`config.mk`:
```
export PLATFORM = sky130hd
export DESIGN_NAME = adc_frame_ctrl
export DESIGN_NICKNAME = d
export VERILOG_FILES = /design/src/rtl/adc_fc_pkg.sv /design/src/rtl/adc_fc_timer.sv /design/src/rtl/adc_fc_chsel.sv /design/src/rtl/adc_fc_shift.sv /design/src/rtl/adc_frame_ctrl.sv
export SDC_FILE = /design/constraint.sdc
export NUM_CORES = 1
export LEC_CHECK = 0
export CAP_MARGIN = 10
export CORE_MARGIN = 2
export CORE_UTILIZATION = 37
export CTS_CLUSTER_DIAMETER = 100
export CTS_CLUSTER_SIZE = 8
export DETAILED_ROUTE_END_ITERATION = 16
export GPL_TIMING_DRIVEN = 1
export SYNTH_ARGS = -nofsm -noshare
export SYNTH_HDL_FRONTEND = slang
export SYNTH_SLANG_ARGS = --single-unit
export TNS_END_PERCENT = 100
```
`constraint.sdc`:
```
create_clock -name clk_i -period 6.6 [get_ports clk_i]
set_input_delay 0.99 -clock clk_i [delete_from_list [all_inputs] [get_ports clk_i]]
set_output_delay 0.99 -clock clk_i [all_outputs]
set_load 0.05 [all_outputs]
```
`src/rtl/adc_fc_pkg.sv`:
```
`timescale 1ns/1ps
package adc_fc_pkg;
  localparam int unsigned CH_W      = 3;
  localparam int unsigned RES_W     = 12;
  localparam int unsigned LEAD_BITS = 4;

  typedef enum logic {
    SEQ_FIXED = 1'b0,
    SEQ_ROUND = 1'b1
  } seq_mode_e;
endpackage

```
`src/rtl/adc_fc_timer.sv`:
```
`timescale 1ns/1ps
// Half-period phase counter: one frame = 2*(FRAME_SCLKS+GAP_SCLKS) half-periods.
// Phase 0: CS falls; odd phases: SCLK falls; even phases 2..2F: SCLK rises.
module adc_fc_timer #(
  parameter int unsigned HALF_DIV    = 16,
  parameter int unsigned FRAME_SCLKS = 16,
  parameter int unsigned GAP_SCLKS   = 4,
  parameter int unsigned CW          = 4
) (
  input  logic          clk_i,
  input  logic          rst_ni,
  output logic          ev_start_o,
  output logic          ev_fall_o,
  output logic          ev_rise_o,
  output logic [CW-1:0] ev_cyc_o,
  output logic          sclk_o,
  output logic          cs_no
);
  localparam int unsigned TOT = 2 * (FRAME_SCLKS + GAP_SCLKS);
  localparam int unsigned HW  = $clog2(TOT);
  localparam int unsigned DW  = (HALF_DIV > 1) ? $clog2(HALF_DIV) : 1;
  localparam logic [HW-1:0] H_LAST      = HW'(TOT - 1);
  localparam logic [HW-1:0] H_LAST_FALL = HW'(2 * FRAME_SCLKS - 1);
  localparam logic [HW-1:0] H_LAST_RISE = HW'(2 * FRAME_SCLKS);
  localparam logic [DW-1:0] DIV_LAST    = DW'(HALF_DIV - 1);

  logic [DW-1:0] div_q;
  logic [HW-1:0] h_q, h_nxt, h_m1;
  logic          tick, is_fall, is_rise, cs_act;

  assign tick    = (div_q == DIV_LAST);
  assign h_nxt   = (h_q == H_LAST) ? '0 : h_q + 1'b1;
  assign h_m1    = h_nxt - 1'b1;
  assign is_fall = h_nxt[0] && (h_nxt <= H_LAST_FALL);
  assign is_rise = !h_nxt[0] && (h_nxt != '0) && (h_nxt <= H_LAST_RISE);
  assign cs_act  = (h_nxt <= H_LAST_RISE);

  assign ev_start_o = tick && (h_nxt == '0);
  assign ev_fall_o  = tick && is_fall;
  assign ev_rise_o  = tick && is_rise;
  assign ev_cyc_o   = CW'(h_m1[HW-1:1]);

  always_ff @(posedge clk_i or negedge rst_ni) begin
    if (!rst_ni) begin
      div_q  <= '0;
      h_q    <= H_LAST;
      sclk_o <= 1'b1;
      cs_no  <= 1'b1;
    end else begin
      div_q <= tick ? '0 : div_q + 1'b1;
      if (tick) begin
        h_q    <= h_nxt;
        sclk_o <= !is_fall;
        cs_no  <= !cs_act;
      end
    end
  end
endmodule

```
`src/rtl/adc_fc_chsel.sv`:
```
`timescale 1ns/1ps
module adc_fc_chsel #(
  parameter int unsigned CH_W = 3
) (
  input  logic                  clk_i,
  input  logic                  rst_ni,
  input  logic                  ev_start_i,
  input  adc_fc_pkg::seq_mode_e mode_i,
  input  logic [CH_W-1:0]       fixed_ch_i,
  output logic [CH_W-1:0]       req_ch_o,
  output logic [CH_W-1:0]       tag_ch_o,
  output logic                  tag_ok_o
);
  logic [CH_W-1:0] ptr_q;
  logic            started_q;

  always_ff @(posedge clk_i or negedge rst_ni) begin
    if (!rst_ni) begin
      ptr_q     <= '0;
      started_q <= 1'b0;
      req_ch_o  <= '0;
      tag_ch_o  <= '0;
      tag_ok_o  <= 1'b0;
    end else if (ev_start_i) begin
      // result of this frame belongs to the address sent last frame
      tag_ch_o  <= req_ch_o;
      tag_ok_o  <= started_q;
      started_q <= 1'b1;
      if (mode_i == adc_fc_pkg::SEQ_ROUND) begin
        req_ch_o <= ptr_q;
        ptr_q    <= ptr_q + 1'b1;
      end else begin
        req_ch_o <= fixed_ch_i;
      end
    end
  end
endmodule

```
`src/rtl/adc_fc_shift.sv`:
```
`timescale 1ns/1ps
module adc_fc_shift #(
  parameter int unsigned CH_W      = 3,
  parameter int unsigned RES_W     = 12,
  parameter int unsigned LEAD_BITS = 4,
  parameter int unsigned CW        = 4
) (
  input  logic             clk_i,
  input  logic             rst_ni,
  input  logic             ev_fall_i,
  input  logic             ev_rise_i,
  input  logic [CW-1:0]    cyc_i,
  input  logic [CH_W-1:0]  req_ch_i,
  input  logic [CH_W-1:0]  tag_ch_i,
  input  logic             tag_ok_i,
  input  logic             dout_i,
  output logic             din_o,
  output logic             res_valid_o,
  output logic [RES_W-1:0] res_data_o,
  output logic [CH_W-1:0]  res_ch_o
);
  localparam int unsigned FRAME_SCLKS = LEAD_BITS + RES_W;
  localparam logic [CW-1:0] CYC_ADDR_END = CW'(CH_W);
  localparam logic [CW-1:0] CYC_DATA0    = CW'(LEAD_BITS);
  localparam logic [CW-1:0] CYC_LAST     = CW'(FRAME_SCLKS - 1);

  logic [CH_W-1:0]  tx_q;
  logic [RES_W-2:0] rx_q;

  // address out, changed on falling edges
  always_ff @(posedge clk_i or negedge rst_ni) begin
    if (!rst_ni) begin
      tx_q  <= '0;
      din_o <= 1'b0;
    end else if (ev_fall_i) begin
      if (cyc_i == '0) begin
        din_o <= req_ch_i[CH_W-1];
        tx_q  <= req_ch_i << 1;
      end else if (cyc_i < CYC_ADDR_END) begin
        din_o <= tx_q[CH_W-1];
        tx_q  <= tx_q << 1;
      end else begin
        din_o <= 1'b0;
      end
    end
  end

  // result in, sampled on rising edges; leading bits skipped
  always_ff @(posedge clk_i or negedge rst_ni) begin
    if (!rst_ni) begin
      rx_q        <= '0;
      res_valid_o <= 1'b0;
      res_data_o  <= '0;
      res_ch_o    <= '0;
    end else begin
      res_valid_o <= 1'b0;
      if (ev_rise_i && (cyc_i >= CYC_DATA0)) begin
        rx_q <= {rx_q[RES_W-3:0], dout_i};
      end
      if (ev_rise_i && (cyc_i == CYC_LAST)) begin
        res_data_o  <= {rx_q, dout_i};
        res_ch_o    <= tag_ch_i;
        res_valid_o <= tag_ok_i;
      end
    end
  end
endmodule

```
`src/rtl/adc_frame_ctrl.sv`:
```
`timescale 1ns/1ps
module adc_frame_ctrl #(
  parameter int unsigned HALF_DIV  = 16,
  parameter int unsigned GAP_SCLKS = 4,
  parameter int unsigned CH_W      = adc_fc_pkg::CH_W,
  parameter int unsigned RES_W     = adc_fc_pkg::RES_W,
  parameter int unsigned LEAD_BITS = adc_fc_pkg::LEAD_BITS
) (
  input  logic             clk_i,
  input  logic             rst_ni,
  input  logic             mode_i,
  input  logic [CH_W-1:0]  fixed_ch_i,
  input  logic             dout_i,
  output logic             sclk_o,
  output logic             cs_no,
  output logic             din_o,
  output logic             res_valid_o,
  output logic [RES_W-1:0] res_data_o,
  output logic [CH_W-1:0]  res_ch_o
);
  localparam int unsigned FRAME_SCLKS = LEAD_BITS + RES_W;
  localparam int unsigned CW          = $clog2(FRAME_SCLKS);

  logic            ev_start, ev_fall, ev_rise, tag_ok;
  logic [CW-1:0]   ev_cyc;
  logic [CH_W-1:0] req_ch, tag_ch;

  adc_fc_timer #(
    .HALF_DIV   (HALF_DIV),
    .FRAME_SCLKS(FRAME_SCLKS),
    .GAP_SCLKS  (GAP_SCLKS),
    .CW         (CW)
  ) u_timer (
    .clk_i     (clk_i),
    .rst_ni    (rst_ni),
    .ev_start_o(ev_start),
    .ev_fall_o (ev_fall),
    .ev_rise_o (ev_rise),
    .ev_cyc_o  (ev_cyc),
    .sclk_o    (sclk_o),
    .cs_no     (cs_no)
  );

  adc_fc_chsel #(
    .CH_W(CH_W)
  ) u_chsel (
    .clk_i     (clk_i),
    .rst_ni    (rst_ni),
    .ev_start_i(ev_start),
    .mode_i    (adc_fc_pkg::seq_mode_e'(mode_i)),
    .fixed_ch_i(fixed_ch_i),
    .req_ch_o  (req_ch),
    .tag_ch_o  (tag_ch),
    .tag_ok_o  (tag_ok)
  );

  adc_fc_shift #(
    .CH_W     (CH_W),
    .RES_W    (RES_W),
    .LEAD_BITS(LEAD_BITS),
    .CW       (CW)
  ) u_shift (
    .clk_i      (clk_i),
    .rst_ni     (rst_ni),
    .ev_fall_i  (ev_fall),
    .ev_rise_i  (ev_rise),
    .cyc_i      (ev_cyc),
    .req_ch_i   (req_ch),
    .tag_ch_i   (tag_ch),
    .tag_ok_i   (tag_ok),
    .dout_i     (dout_i),
    .din_o      (din_o),
    .res_valid_o(res_valid_o),
    .res_data_o (res_data_o),
    .res_ch_o   (res_ch_o)
  );
endmodule

```
# Yosys cells after proc, flatten, opt, wreduce, memory -nomap -nowiden
# Cells that the tools add are included.
[totals]
register_bits = 54
out_inout_bits = 19
elab_cells = 51
[classes]
add_sub_neg = 4
n_lt_le_gt_ge = 4
eq_ne = 3
muxes = 8
reduce_logical = 17
[ops]
columns = ["cell", "n"]
rows = [
  ["2-to-1 mux 3 bit", 3],
  ["equality test 4 bit, second input constant", 2],
  ["logical AND 1 bit", 8],
  ["adder 6 x 1 -> 6 bit, second input constant", 1],
  ["equality test 6 bit, second input constant", 1],
  ["less-or-equal comparator 6 x 5 -> 1 bit, second input constant", 1],
  ["less-or-equal comparator 6 bit, second input constant", 1],
  ["zero test 6 bit", 1],
  ["2-to-1 mux 6 bit", 1],
  ["nonzero test 6 bit", 1],
  ["subtractor 5 x 1 -> 5 bit, second input constant", 1],
  ["adder 4 x 1 -> 4 bit, second input constant", 1],
  [">= comparator 4 x 3 -> 1 bit, second input constant", 1],
  ["zero test 4 bit", 1],
  ["less-than comparator 4 x 2 -> 1 bit, second input constant", 1],
  ["2-to-1 mux 4 bit", 1],
  ["AND reduction 2 bit", 2],
  ["adder 3 x 1 -> 3 bit, second input constant", 1],
  ["zero test 1 bit", 3],
  ["2-to-1 mux 1 bit", 3],
  ["nonzero test 2 bit", 1],
]

# Depth between registers and ports, before layout
[logic_depth]
depth_word = 8
ltp_mapped = 9
ltp_nobuf = 8

# Cells and area by module
# A second synthesis with hierarchy kept.
[unflattened]
hier_cells = 194
area_unflattened_um2 = 2506.2
[by_module_without_submodules]
columns = ["mod", "n_inst", "cells_per_inst", "area_each_um2", "seq_area_each_um2"]
rows = [
  ["adc_fc_shift", 1, 75, 1216.2, 750.7],
  ["adc_fc_timer", 1, 86, 815.8, 307.8],
  ["adc_fc_chsel", 1, 33, 474.2, 275.3],
]

# Worst setup path before layout
# No wires, ideal clock.
[synth_path]
path_type = "reg-to-reg"
startpoint = "register u_timer.h_q[0]"
endpoint = "register u_shift.res_ch_o[0]"
arrival_ns = 2.223
path_slack_ns = 4.251
path_stages_with_launch = 10
path_buffers = 2
period_less_slack_ns = 2.349
cell_sequence = "dfstp_2 -> inv_1 -> ha_1 -> and3_1 -> buf_6 -> xnor2_1 -> mux2i_1 -> nor3_4 -> buf_8 -> mux2_4"
[synth_via]
elab_chain_cells = 7
[synth_rtl]
columns = ["element", "line_no", "text"]
rows = [
  ["start, declared", "adc_fc_timer.sv:28", "logic [HW-1:0] h_q, h_nxt, h_m1;"],
  ["start signal, assigned", "adc_fc_timer.sv:52", "h_q <= h_nxt;"],
  ["adder 6 x 1 -> 6 bit / equality test 6 bit (equally long branches)", "adc_fc_timer.sv:32", "assign h_nxt = (h_q == H_LAST) ? '0 : h_q + 1'b1;"],
  ["2-to-1 mux 6 bit (*)", "adc_fc_timer.sv:32", ""],
  ["branches (longest 4 deep; another with subtractor 5 x 1 -> 5 bit)", "-", ""],
  ["logical AND 1 bit (*)", "adc_fc_shift.sv:60", "if (ev_rise_i && (cyc_i == CYC_LAST)) begin"],
  ["end signal, assigned", "adc_fc_shift.sv:62", "res_ch_o <= tag_ch_i;"],
  ["end, declared", "adc_fc_shift.sv:20", "output logic [CH_W-1:0] res_ch_o"],
]
# Mark *: on every way between the ends.
# A chain may end at the register's enable or synchronous reset.

# Worst setup path after layout
[layout_path]
startpoint = "register u_timer.h_q[1]"
endpoint = "register u_shift.res_data_o[4]"
[layout_via]
elab_chain_cells = 7
[layout_rtl]
columns = ["element", "line_no", "text"]
rows = [
  ["adder 6 x 1 -> 6 bit / equality test 6 bit (equally long branches)", "adc_fc_timer.sv:32", ""],
  ["2-to-1 mux 6 bit (*)", "adc_fc_timer.sv:32", ""],
  ["branches (longest 4 deep; another with subtractor 5 x 1 -> 5 bit)", "-", ""],
  ["logical AND 1 bit (*)", "adc_fc_shift.sv:60", ""],
  ["end signal, assigned", "adc_fc_shift.sv:61", "res_data_o <= {rx_q, dout_i};"],
  ["end, declared", "adc_fc_shift.sv:19", "output logic [RES_W-1:0] res_data_o,"],
]
# Marked as above.

==> PnR_summary.wiki <==
{| class="wikitable"
! Metric !! Value
|-
| Cell with the biggest individual delay on the critical path || sky130_fd_sc_hd__nor3_4
|-
| Buffers inserted during post-CTS setup optimization || 0
|-
| Total of fill cells in the finished design || 596
|-
| Crit end category || flip-flop
|-
| Cell Chain, Critical Path || ha_1, xnor2_1, and3_1, xnor2_1, mux2i_1, nor3_4, mux2_2
|-
| Multi-input combinational cell area || 1070 um2
|-
| Global Route met3 Usage || 3.05%
|-
| Worst EP required || 6800 ps
|-
| DRT Pass-1 Iters || 4
|-
| Critical path destination || u_shift.res_data_o[4]
|-
| Routed WL per cell || 13.7 um
|-
| Worst supply voltage drop on vdd || 0.0830 mV
|-
| FF-to-FF path depth || 7
|-
| Cell repeated most along the worst path || sky130_fd_sc_hd__xnor2_1
|-
| Final setup TNS || 0 ps
|-
| Global routing usage on met1 || 17.1%
|-
| Number of cells traversed by the worst hold path || 2
|-
| Total routing resource utilization after global routing || 12.8%
|-
| Critical path arrival || 3190 ps
|-
| Post-CTS Hold Fix Bufs || 0
|-
| First-iteration detailed-routing DRC count || 146
|-
| Worst clock skew || 13.5 ps
|-
| Clock network latency to the later pin of the worst-skew pair || 320 ps
|-
| Count of warnings emitted by yosys || 0
|-
| Distinct cell type count after synthesis || 46
|-
| Total area of sequential cells || 1330 um2
|-
| # rows || 29
|-
| Number of synthesized register bits || 53
|-
| Mapped Area || 2500 um2
|-
| Outcome || finished clean
|-
| Area growth syn-to-layout || 14.5%
|-
| Number of pins with negative max-slew slack in the final report || 0
|-
| Detail Placement HPWL || 2960 um
|-
| Share of layout cells above drive strength 1 || 20.0%
|-
| Ys flop type || sky130_fd_sc_hd__dfrtp_1
|-
| Post-layout min period || 2990 ps
|-
| CTS tree || built
|-
| Peak-usage layer in the global routing report || met2
|-
| Fraction of power consumed by sequential logic || 61.7%
|-
| Residual DRC count || 0
|-
| Post-Synthesis Mean Instance Area || 11.7 um2
|-
| Vert. Die Dim || 86.2 um
|-
| Critical setup path kind || reg2reg
|-
| EDFF count, synth || 0
|-
| CTS buffer count || 5
|-
| # resized after CTS || 0
|-
| Utilization after layout || 44.6%
|-
| Leak || 1.30 nW
|-
| Initial standard-cell utilization of the core || 38.9%
|-
| Number of top-level pins || 26
|-
| Inserted Diodes || 0
|-
| Overall overflow remaining after global route || 0
|-
| Width of the die || 86.2 um
|-
| Post-synth net total || 224
|-
| Port buffer count || 25
|-
| Area inside the core boundary || 6420 um2
|-
| GPL Wtd Cong || 0.841
|-
| Startpoint Class || flip-flop
|-
| Final hold vios || 0
|-
| Cell class contributing the biggest share of worst-path delay || simple AND/OR/NAND/NOR gates
|-
| DIE AREA || 7430 um2
|-
| Setup slack, reg-to-reg || 3610 ps
|-
| Maximum fanout encountered on the critical timing path || 15
|-
| Final hold slack || 455 ps
|-
| Headroom to the max-slew limit || 38.7%
|-
| Final critical-path share of the clock period || 45.3%
|-
| Power density over the cells || 184 nW/um2
|-
| Maximum clock frequency || 0.335 GHz
|-
| Peak per-stage delay on the critical path || 700 ps
|-
| Post-route ant nets || 0
|-
| Global routing met2 resource utilization || 19.9%
|-
| Total Routed Length || 4280 um
|-
| Mean number of vias per cell || 5.07
|-
| Kind of path behind the tightest hold check || reg2reg
|-
| Number of sinks on the clock net || 53
|-
| Root cell of the clock tree || sky130_fd_sc_hd__clkbuf_8
|-
| Logic depth of the worst path, buffers included || 7
|-
| CP Launch Point || u_timer.h_q[1]
|-
| Number of buffer and inverter instances along the worst setup path || 0
|-
| Launch point of the worst reg-to-reg path || u_timer.h_q[1]
|-
| Via count of the routed design || 1583
|-
| Logic pwr share || 2.1%
|-
| Pin count of the biggest net entering global routing || 54
|-
| Worst reg2reg path endpoint || u_shift.res_data_o[4]
|-
| Register area share after synthesis || 53.4%
|-
| Worst slew pin tran || 916 ps
|-
| Switching power share of the total || 23.0%
|-
| Clock network fraction of total power || 36.2%
|-
| Count of mapped cells out of synthesis || 213
|-
| Worst-case clock buffer depth || 2
|-
| Count of maximum capacitance violations || 0
|-
| Reg clk slew, reported paths || 110 ps
|-
| Internal power || 0.000405 W
|-
| RSZ-0062 raised after global routing || false
|-
| Power dissipated by switching net loads || 0.000121 W
|-
| Vias in the first global route || 1570
|-
| Final setup violation count || 0
|-
| Antenna violations before repair || 0
|-
| Wire length of the first global-routing pass || 7420 um
|-
| CTS H-tree lvls || 2
|-
| Share of async-settable or async-resettable flops after synthesis || 100%
|-
| Final-stage net count || 245
|}
==> logic make-up after synthesis <==
group | count (synthesis) | share of synthesized area (%)
multiplexers | 32 | 15.7
buffers and inverters | 15 | 3.65
flip-flops | 53 | 53.4
XOR/XNOR | 8 | 2.80
AO/OA/AOI/OAI | 38 | 9.41
AND/OR/NAND/NOR | 63 | 13.1
adder cells (fa/ha/maj) | 4 | 2.00
==> layout by cell type, fill, tap and decap left out, types with 6 or more instances in the layout <==
cell,instances
sky130_fd_sc_hd__dfrtp_1,47
sky130_fd_sc_hd__nand2_1,25
sky130_fd_sc_hd__clkdlybuf4s50_1,24
sky130_fd_sc_hd__o21ai_0,16
sky130_fd_sc_hd__mux2_2,16
sky130_fd_sc_hd__nand3_1,10
sky130_fd_sc_hd__mux2_4,10
sky130_fd_sc_hd__nor2_1,7
sky130_fd_sc_hd__a21oi_1,7
sky130_fd_sc_hd__xnor2_1,6
sky130_fd_sc_hd__dfstp_2,6
==> layer usage <==
metal  wire length [um]  vias to the layer above
li1                   -                      790
met1               2070                      754
met2               1960                       34
met3                177                        5
met4                 75                        0
met5                  0                        -
==> Yosys cell counts, types with 2 or more instances <==
cell                       number  area share [%]
sky130_fd_sc_hd__mux2_4        10             6.0
sky130_fd_sc_hd__clkbuf_1       4            0.60
sky130_fd_sc_hd__nor2b_1        5             1.3
sky130_fd_sc_hd__nand2_1       25             3.8
sky130_fd_sc_hd__nor2_1         7             1.1
sky130_fd_sc_hd__dfstp_2        6             6.3
sky130_fd_sc_hd__and2_1         2            0.50
sky130_fd_sc_hd__o21ai_0       16             3.2
sky130_fd_sc_hd__xor2_1         2            0.70
sky130_fd_sc_hd__ha_1           4             2.0
sky130_fd_sc_hd__or3_1          2            0.50
sky130_fd_sc_hd__mux2_2        16             7.2
sky130_fd_sc_hd__a21oi_1        7             1.4
sky130_fd_sc_hd__dfrtp_1       47              47
sky130_fd_sc_hd__a21o_1         2            0.60
sky130_fd_sc_hd__a32o_1         2            0.80
sky130_fd_sc_hd__inv_1          3            0.45
sky130_fd_sc_hd__a22oi_1        2            0.60
sky130_fd_sc_hd__xnor2_1        6             2.1
sky130_fd_sc_hd__buf_2          3            0.60
sky130_fd_sc_hd__and3_1         3            0.75
sky130_fd_sc_hd__mux2i_1        5             2.0
sky130_fd_sc_hd__nand3_1       10             2.0
sky130_fd_sc_hd__buf_6          2            0.90
==> registers in the layout, summed over array words and instances (netlist names), 2 cells and up <==
name and flops:
u_shift.res_data_o 12, u_shift.rx_q 11, u_timer.h_q 6, u_timer.div_q 4, u_chsel.ptr_q 3, u_chsel.req_ch_o 3
u_chsel.tag_ch_o 3, u_shift.res_ch_o 3, u_shift.tx_q 2
==> power groups by stage <==
stage	clock network (W)	logic (W)	registers (W)
CTS	0.000201	0.0000119	0.000325
global route	0.000210	0.0000130	0.000325
floorplan	0	0.00000144	0.000331
global placement	0	0.0000118	0.000331
detailed placement	0	0.0000119	0.000331
finish	0.000190	0.0000111	0.000325
==> stage by stage <==
stage	instance area, um2	instances	power, W	setup WS, ps
final	2860	312	0.000526	3610
after global routing	2860	312	0.000548	3350
after CTS	2860	312	0.000538	3570
after detailed placement	2770	304	0.000343	3600
after global placement	2770	304	0.000343	3610
after floorplan	2500	213	0.000332	4250
==> final cells by class <==
| class | count | share of cell area [%] |
|---|---|---|
| clock buffers | 5 | 2.40 |
| clock inverters | 3 | 0.875 |
| inverters | 3 | 0.394 |
| multi-input cells | 145 | 37.5 |
| flip-flops and latches | 53 | 46.6 |
| well taps | 77 | 3.37 |
| repair buffers | 26 | 8.83 |
==> worst min-delay path, stage by stage (launching register included) <==
cell                      delay (ps)
sky130_fd_sc_hd__dfrtp_1         350
sky130_fd_sc_hd__nand2_1          50
sky130_fd_sc_hd__nand2_1          50
==> how the worst min path moves through the flow <==
| stage | slack (ps) | end | startpoint |
|---|---|---|---|
| after floorplan | 430 | u_chsel.tag_ok_o | u_chsel.started_q |
| after global routing | 480 | u_chsel.tag_ok_o | u_chsel.started_q |
| after CTS | 450 | u_chsel.tag_ok_o | u_chsel.started_q |
| after detailed placement | 450 | u_chsel.tag_ok_o | u_chsel.started_q |
| final | 450 | u_chsel.tag_ok_o | u_chsel.started_q |
| after global placement | 450 | u_chsel.tag_ok_o | u_chsel.started_q |
Note: power is estimated with default switching activity, not from simulation.
